`config.mk`:
```
export PLATFORM = sky130hd
export DESIGN_NAME = bus_strobe_gen
export DESIGN_NICKNAME = d
export VERILOG_FILES = /design/src/rtl/bus_strobe_pkg.sv /design/src/rtl/mc_phase_ctr.sv /design/src/rtl/cycle_ctx_latch.sv /design/src/rtl/strobe_decode.sv /design/src/rtl/bus_strobe_gen.sv
export SDC_FILE = /design/constraint.sdc
export NUM_CORES = 1
export LEC_CHECK = 0
export CAP_MARGIN = 20
export CORE_AREA = 5 5 45 47
export CTS_CLUSTER_SIZE = 8
export DETAILED_ROUTE_END_ITERATION = 6
export DIE_AREA = 0 0 50 52
export PLACE_DENSITY = 0.78
export SLEW_MARGIN = 20
export SYNTH_ARGS = -nofsm -noshare
export SYNTH_HDL_FRONTEND = slang
export SYNTH_HIERARCHICAL = 1
export SYNTH_SLANG_ARGS = --single-unit
```
`constraint.sdc`:
```
create_clock -name clk -period 1.9 [get_ports clk]
set_clock_uncertainty 0.15 [all_clocks]
set_input_delay 0.475 -clock clk [delete_from_list [all_inputs] [get_ports clk]]
set_output_delay 0.475 -clock clk [all_outputs]
set_load 0.005 [all_outputs]
```
`src/rtl/bus_strobe_pkg.sv`:
```
package bus_strobe_pkg;

  typedef enum logic [1:0] {
    CYC_IDLE   = 2'd0,
    CYC_FETCH  = 2'd1,
    CYC_DREAD  = 2'd2,
    CYC_DWRITE = 2'd3
  } cyc_kind_e;

  typedef struct packed {
    cyc_kind_e kind;
    logic      wide_addr;
    logic      ext_mode;
    logic      ale_gate;
  } cyc_ctx_t;

  typedef struct packed {
    logic ale;
    logic psen_n;
    logic rd_n;
    logic wr_n;
    logic p0_addr;
    logic p2_high;
  } strobe_t;

  localparam cyc_ctx_t CTX_IDLE = '{kind: CYC_IDLE, wide_addr: 1'b0,
                                    ext_mode: 1'b0, ale_gate: 1'b0};

  localparam strobe_t STROBE_IDLE = '{ale: 1'b0, psen_n: 1'b1, rd_n: 1'b1,
                                      wr_n: 1'b1, p0_addr: 1'b0, p2_high: 1'b0};

  // True when pos lies in [start, start+width)
  function automatic logic in_window(input int pos, input int start, input int width);
    return (pos >= start) && (pos < start + width);
  endfunction

  function automatic logic is_data(input cyc_kind_e k);
    return (k == CYC_DREAD) || (k == CYC_DWRITE);
  endfunction

  // A cycle drives the shared bus when it accesses memory or runs externally
  function automatic logic uses_bus(input cyc_ctx_t c);
    return (c.kind != CYC_IDLE) || c.ext_mode;
  endfunction

  // Gate bit only suppresses the strobe in internal-only cycles of internal execution
  function automatic logic ale_permitted(input cyc_ctx_t c);
    return !c.ale_gate || c.ext_mode || (c.kind != CYC_IDLE);
  endfunction

  function automatic logic psen_active(input cyc_ctx_t c);
    return (c.kind == CYC_FETCH) || ((c.kind == CYC_IDLE) && c.ext_mode);
  endfunction

  function automatic logic high_addr_on_p2(input cyc_ctx_t c);
    if (c.kind == CYC_FETCH) return 1'b1;
    if (is_data(c.kind))     return c.wide_addr;
    return c.ext_mode;
  endfunction

endpackage

```
`src/rtl/mc_phase_ctr.sv`:
```
module mc_phase_ctr #(
  parameter int MC_LEN = 12,
  parameter int PW     = $clog2(MC_LEN)
) (
  input  logic          clk,
  input  logic          rst_n,
  output logic [PW-1:0] phase_q,
  output logic [PW-1:0] phase_nxt,
  output logic          last_o
);
  localparam logic [PW-1:0] LAST = PW'(MC_LEN - 1);

  assign last_o    = (phase_q == LAST);
  assign phase_nxt = last_o ? '0 : phase_q + 1'b1;

  // Reset parks on the final period so the first edge opens period 0
  always_ff @(posedge clk or negedge rst_n) begin
    if (!rst_n) phase_q <= LAST;
    else        phase_q <= phase_nxt;
  end
endmodule

```
`src/rtl/cycle_ctx_latch.sv`:
```
module cycle_ctx_latch
  import bus_strobe_pkg::*;
(
  input  logic     clk,
  input  logic     rst_n,
  input  logic     take_i,
  input  cyc_ctx_t ctx_i,
  output cyc_ctx_t ctx_q,
  output cyc_ctx_t ctx_nxt
);
  assign ctx_nxt = take_i ? ctx_i : ctx_q;

  always_ff @(posedge clk or negedge rst_n) begin
    if (!rst_n) ctx_q <= CTX_IDLE;
    else        ctx_q <= ctx_nxt;
  end
endmodule

```
`src/rtl/strobe_decode.sv`:
```
module strobe_decode
  import bus_strobe_pkg::*;
#(
  parameter int MC_HALF = 6,
  parameter int ALE_W   = 2,
  parameter int PSEN_W  = 3,
  parameter int PW      = $clog2(2 * MC_HALF)
) (
  input  logic [PW-1:0] phase_i,
  input  cyc_ctx_t      ctx_i,
  output strobe_t       strobe_o,
  output logic          ale_slot_o,
  output logic          second_half_o
);
  logic [1:0] ale_slot;
  logic [1:0] ale_keep;
  logic [1:0] psen_slot;
  logic       ale_win;
  logic       psen_win;
  logic       data_cyc;

  assign data_cyc = is_data(ctx_i.kind);

  generate
    for (genvar h = 0; h < 2; h++) begin : g_half
      localparam int BASE = h * MC_HALF;
      assign ale_slot[h]  = in_window(int'(phase_i), BASE, ALE_W);
      assign psen_slot[h] = in_window(int'(phase_i), BASE + MC_HALF - PSEN_W, PSEN_W);
      if (h == 0) begin : g_keep_first
        assign ale_keep[h] = 1'b1;
      end else begin : g_skip_data
        assign ale_keep[h] = !data_cyc;
      end
    end
  endgenerate

  assign ale_win       = |(ale_slot & ale_keep);
  assign psen_win      = |psen_slot;
  assign second_half_o = (int'(phase_i) >= MC_HALF);
  assign ale_slot_o    = ale_win;

  always_comb begin
    strobe_o         = STROBE_IDLE;
    strobe_o.ale     = ale_win && ale_permitted(ctx_i);
    strobe_o.psen_n  = !(psen_win && psen_active(ctx_i));
    strobe_o.rd_n    = !(second_half_o && (ctx_i.kind == CYC_DREAD));
    strobe_o.wr_n    = !(second_half_o && (ctx_i.kind == CYC_DWRITE));
    strobe_o.p0_addr = ale_win && uses_bus(ctx_i);
    strobe_o.p2_high = high_addr_on_p2(ctx_i);
  end
endmodule

```
`src/rtl/bus_strobe_gen.sv`:
```
module bus_strobe_gen
  import bus_strobe_pkg::*;
#(
  parameter int MC_HALF = 6,
  parameter int ALE_W   = 2,
  parameter int PSEN_W  = 3
) (
  input  logic       clk,
  input  logic       rst_n,
  input  logic [1:0] cyc_kind_i,
  input  logic       wide_addr_i,
  input  logic       ext_mode_i,
  input  logic       ale_gate_i,
  output logic       ale_o,
  output logic       psen_n_o,
  output logic       rd_n_o,
  output logic       wr_n_o,
  output logic       p0_addr_o,
  output logic       p2_high_o
);
  localparam int MC_LEN = 2 * MC_HALF;
  localparam int PW     = $clog2(MC_LEN);

  generate
    if (ALE_W + PSEN_W > MC_HALF) begin : g_bad_split
      $error("address strobe and program strobe overlap within a half cycle");
    end
  endgenerate

  logic [PW-1:0] phase_q;
  logic [PW-1:0] phase_nxt;
  logic          cycle_last;
  cyc_ctx_t      ctx_in;
  cyc_ctx_t      ctx_q;
  cyc_ctx_t      ctx_nxt;
  strobe_t       strobe_nxt;
  strobe_t       strobe_q;
  logic          ale_slot_nxt;
  logic          half2_nxt;
  logic [1:0]    cur_kind;

  assign ctx_in = '{kind: cyc_kind_e'(cyc_kind_i), wide_addr: wide_addr_i,
                    ext_mode: ext_mode_i, ale_gate: ale_gate_i};

  mc_phase_ctr #(.MC_LEN(MC_LEN), .PW(PW)) u_phase (
    .clk       (clk),
    .rst_n     (rst_n),
    .phase_q   (phase_q),
    .phase_nxt (phase_nxt),
    .last_o    (cycle_last)
  );

  cycle_ctx_latch u_ctx (
    .clk     (clk),
    .rst_n   (rst_n),
    .take_i  (cycle_last),
    .ctx_i   (ctx_in),
    .ctx_q   (ctx_q),
    .ctx_nxt (ctx_nxt)
  );

  // Decode the coming period so every strobe leaves a flop
  strobe_decode #(.MC_HALF(MC_HALF), .ALE_W(ALE_W), .PSEN_W(PSEN_W), .PW(PW)) u_dec (
    .phase_i       (phase_nxt),
    .ctx_i         (ctx_nxt),
    .strobe_o      (strobe_nxt),
    .ale_slot_o    (ale_slot_nxt),
    .second_half_o (half2_nxt)
  );

  always_ff @(posedge clk or negedge rst_n) begin
    if (!rst_n) strobe_q <= STROBE_IDLE;
    else        strobe_q <= strobe_nxt;
  end

  assign cur_kind  = ctx_q.kind;
  assign ale_o     = strobe_q.ale;
  assign psen_n_o  = strobe_q.psen_n;
  assign rd_n_o    = strobe_q.rd_n;
  assign wr_n_o    = strobe_q.wr_n;
  assign p0_addr_o = strobe_q.p0_addr;
  assign p2_high_o = strobe_q.p2_high;
endmodule

```
==> impl_results.md <==
- CTS tree: yes
- Row cnt: 15
- WP buf/inv: 0
- Rel. slew slack: about three quarters
- Root Driver: clkbuf_4
- Worst Max-Slew Pin Slew: approximately 0.35 ns
- RSZ-0062 raised after global routing: true
- Slowest stage delay, CP: 0.57 ns
- Clock Tree Buf Depth: 2
- CP Cell Sequence: ha_4 -> nand2b_4 -> nor2_4 -> mux2_4 -> and3b_1 -> o21bai_2 -> a21oi_2
- Commonest non-fill, non-tap cells in the layout: 9 x dfrtp_1, 9 x clkdlybuf4s50_1, 9 x buf_4
- Total global-route track usage: 10.2%
- Vias: 447
- Fin area: 885 um^2
- Routed WL: approximately 1.2 mm
- Pre-CTS WS: -0.0587 ns
- Slowest cell on crit path: dfstp_2
- Pwr dens: between 600 and 700 nW/um^2
- # DRC: 0
- Area delta synth->final: 44.3%
- Layout net count: 82
- Final Max Tran Viols: 0
- Layout cells sized above 1: 43.8%
- Overflow after GRT: 0
- Worst Slack Setup Final: -0.0316 ns
- Final ANT Viol Nets: 0
- Violated checks: setup timing
- Clock latency at the later pin of the worst-skew pair: 0.28 ns
- H-Tree Depth: 1
- Setup crit end kind: flip-flop
- Die Width: 50 um
- Initial antenna violation count: 0
- Setup violations, final: 2
- Area of the mapped netlist: 613 um^2
- Hold Fails Final Rpt: 0
- I/O Pins: 13
- Status: finished with violations
- Area post-placement: 841 um^2
- Startpoint Class: flip-flop
- Max_cap viols: 0
- Die area: 2600 um^2
- # clock sinks: 15
- Routability Congestion: 0.712
- Drt first-iter violations: 6
- Reg clk slew, reported paths: 0.08 ns
- Pin count of the biggest net entering global routing: 16
- DRT Pass-1 Iters: 4
- Drt wl/cell: 13.2 um
- Tmin final: 1.93 ns
- Required @ worst endpoint: 1.96 ns
- Hold Buf Count CTS: 0
- Worst path depth: 7
- HPWL Detailed: 868 um
- Delay-heaviest family, CP: flip-flops
- YS warnings: 6
- Peak supply drop: 0.451 mV
- Worst-path fanout max: 4
- Buffers on Ports: 12
- Arrival @ worst endpoint: 1.99 ns
- Post-Syn Nets: 56
- LEAKAGE: roughly 0.36 nW
- Vias in the first global route: 469
- Kind of critical path: flip-flop to flip-flop
- Fin crit share: 102%
- Initial Utilization: a little under two fifths
- Antenna diode count: 0
- Num CTS Buffers: 3
- Syn avg cell area: 12.8 um^2
- Height of the die: 52 um
- First-pass GRT wire length: 1.95 mm
- FMAX: 0.518 GHz
- Vias per std cell: 4.97
- R2r worst-path depth: 7
- Type of the most critical hold path: primary input to async pin
- Core Footprint: 1610 um^2
- Syn Inst Count: 48
[through the flow]
stage | cells | TNS, ns | power [W] | utilization, % | hold WS [ns]
floorplan | 48 | 0 | 0.000348 | - | 0.0294
global placement | 85 | 0 | 0.000381 | 52.1 | 0.334
detailed placement | 85 | -0.0804 | 0.000381 | 52.1 | 0.336
CTS | 90 | -0.0283 | 0.000557 | 54.0 | 0.348
global route | 90 | -0.289 | 0.000578 | 54.8 | 0.355
finish | 90 | -0.0508 | 0.000553 | 54.8 | 0.346
[flip-flops by register name, indices dropped and copies added, names as in the netlist]
register         flops
u_ctx/ctx_q          5
wr_n_o               1
u_phase/phase_q      4
psen_n_o             1
rd_n_o               1
p0_addr_o            1
ale_o                1
p2_high_o            1
[worst paths after layout]
check	endpoint	slack, ns	startpoint
hold reg to reg	u_ctx/ctx_q[0]	0.36	u_ctx/ctx_q[0]
min in group clk	u_ctx/ctx_q[0]	0.36	u_ctx/ctx_q[0]
hold / removal	u_phase/phase_q[2]	0.35	rst_n
max in group asynchronous	u_phase/phase_q[3]	1.02	rst_n
setup / recovery	ale_o	-0.03	u_phase/phase_q[1]
setup reg to reg	ale_o	-0.03	u_phase/phase_q[1]
[where the power goes]
group          switching [W]  total [W]  internal [W]
clock              0.0000942   0.000176     0.0000815
combinational      0.0000195  0.0000477     0.0000282
sequential        0.00000238   0.000330      0.000328
[per-layer routing]
metal  vias to the layer above  part of all wire [%]  global-route usage, %
met4                         0                   1.6                   6.55
met5                         -                     0                      0
met2                         6                    59                   19.0
met3                         2                   2.4                   2.58
met1                       225                    36                   9.80
li1                        214                     -                      -
[cell type report]
class	instances	area (um^2)
tap	17	21.3
fill	139	729
multi-input combinational	31	263
timing repair buffer	21	184
inverter	2	7.51
sequential	15	383
clock buffer	4	26.3
[repair_timing]
item / in CTS / in global routing
pin swaps: 1 / 1
setup buffers: 1 / 0
setup endpoints to repair: 6 / 4
resized for setup: 3 / 3
Power figures use the tool's default switching activity.
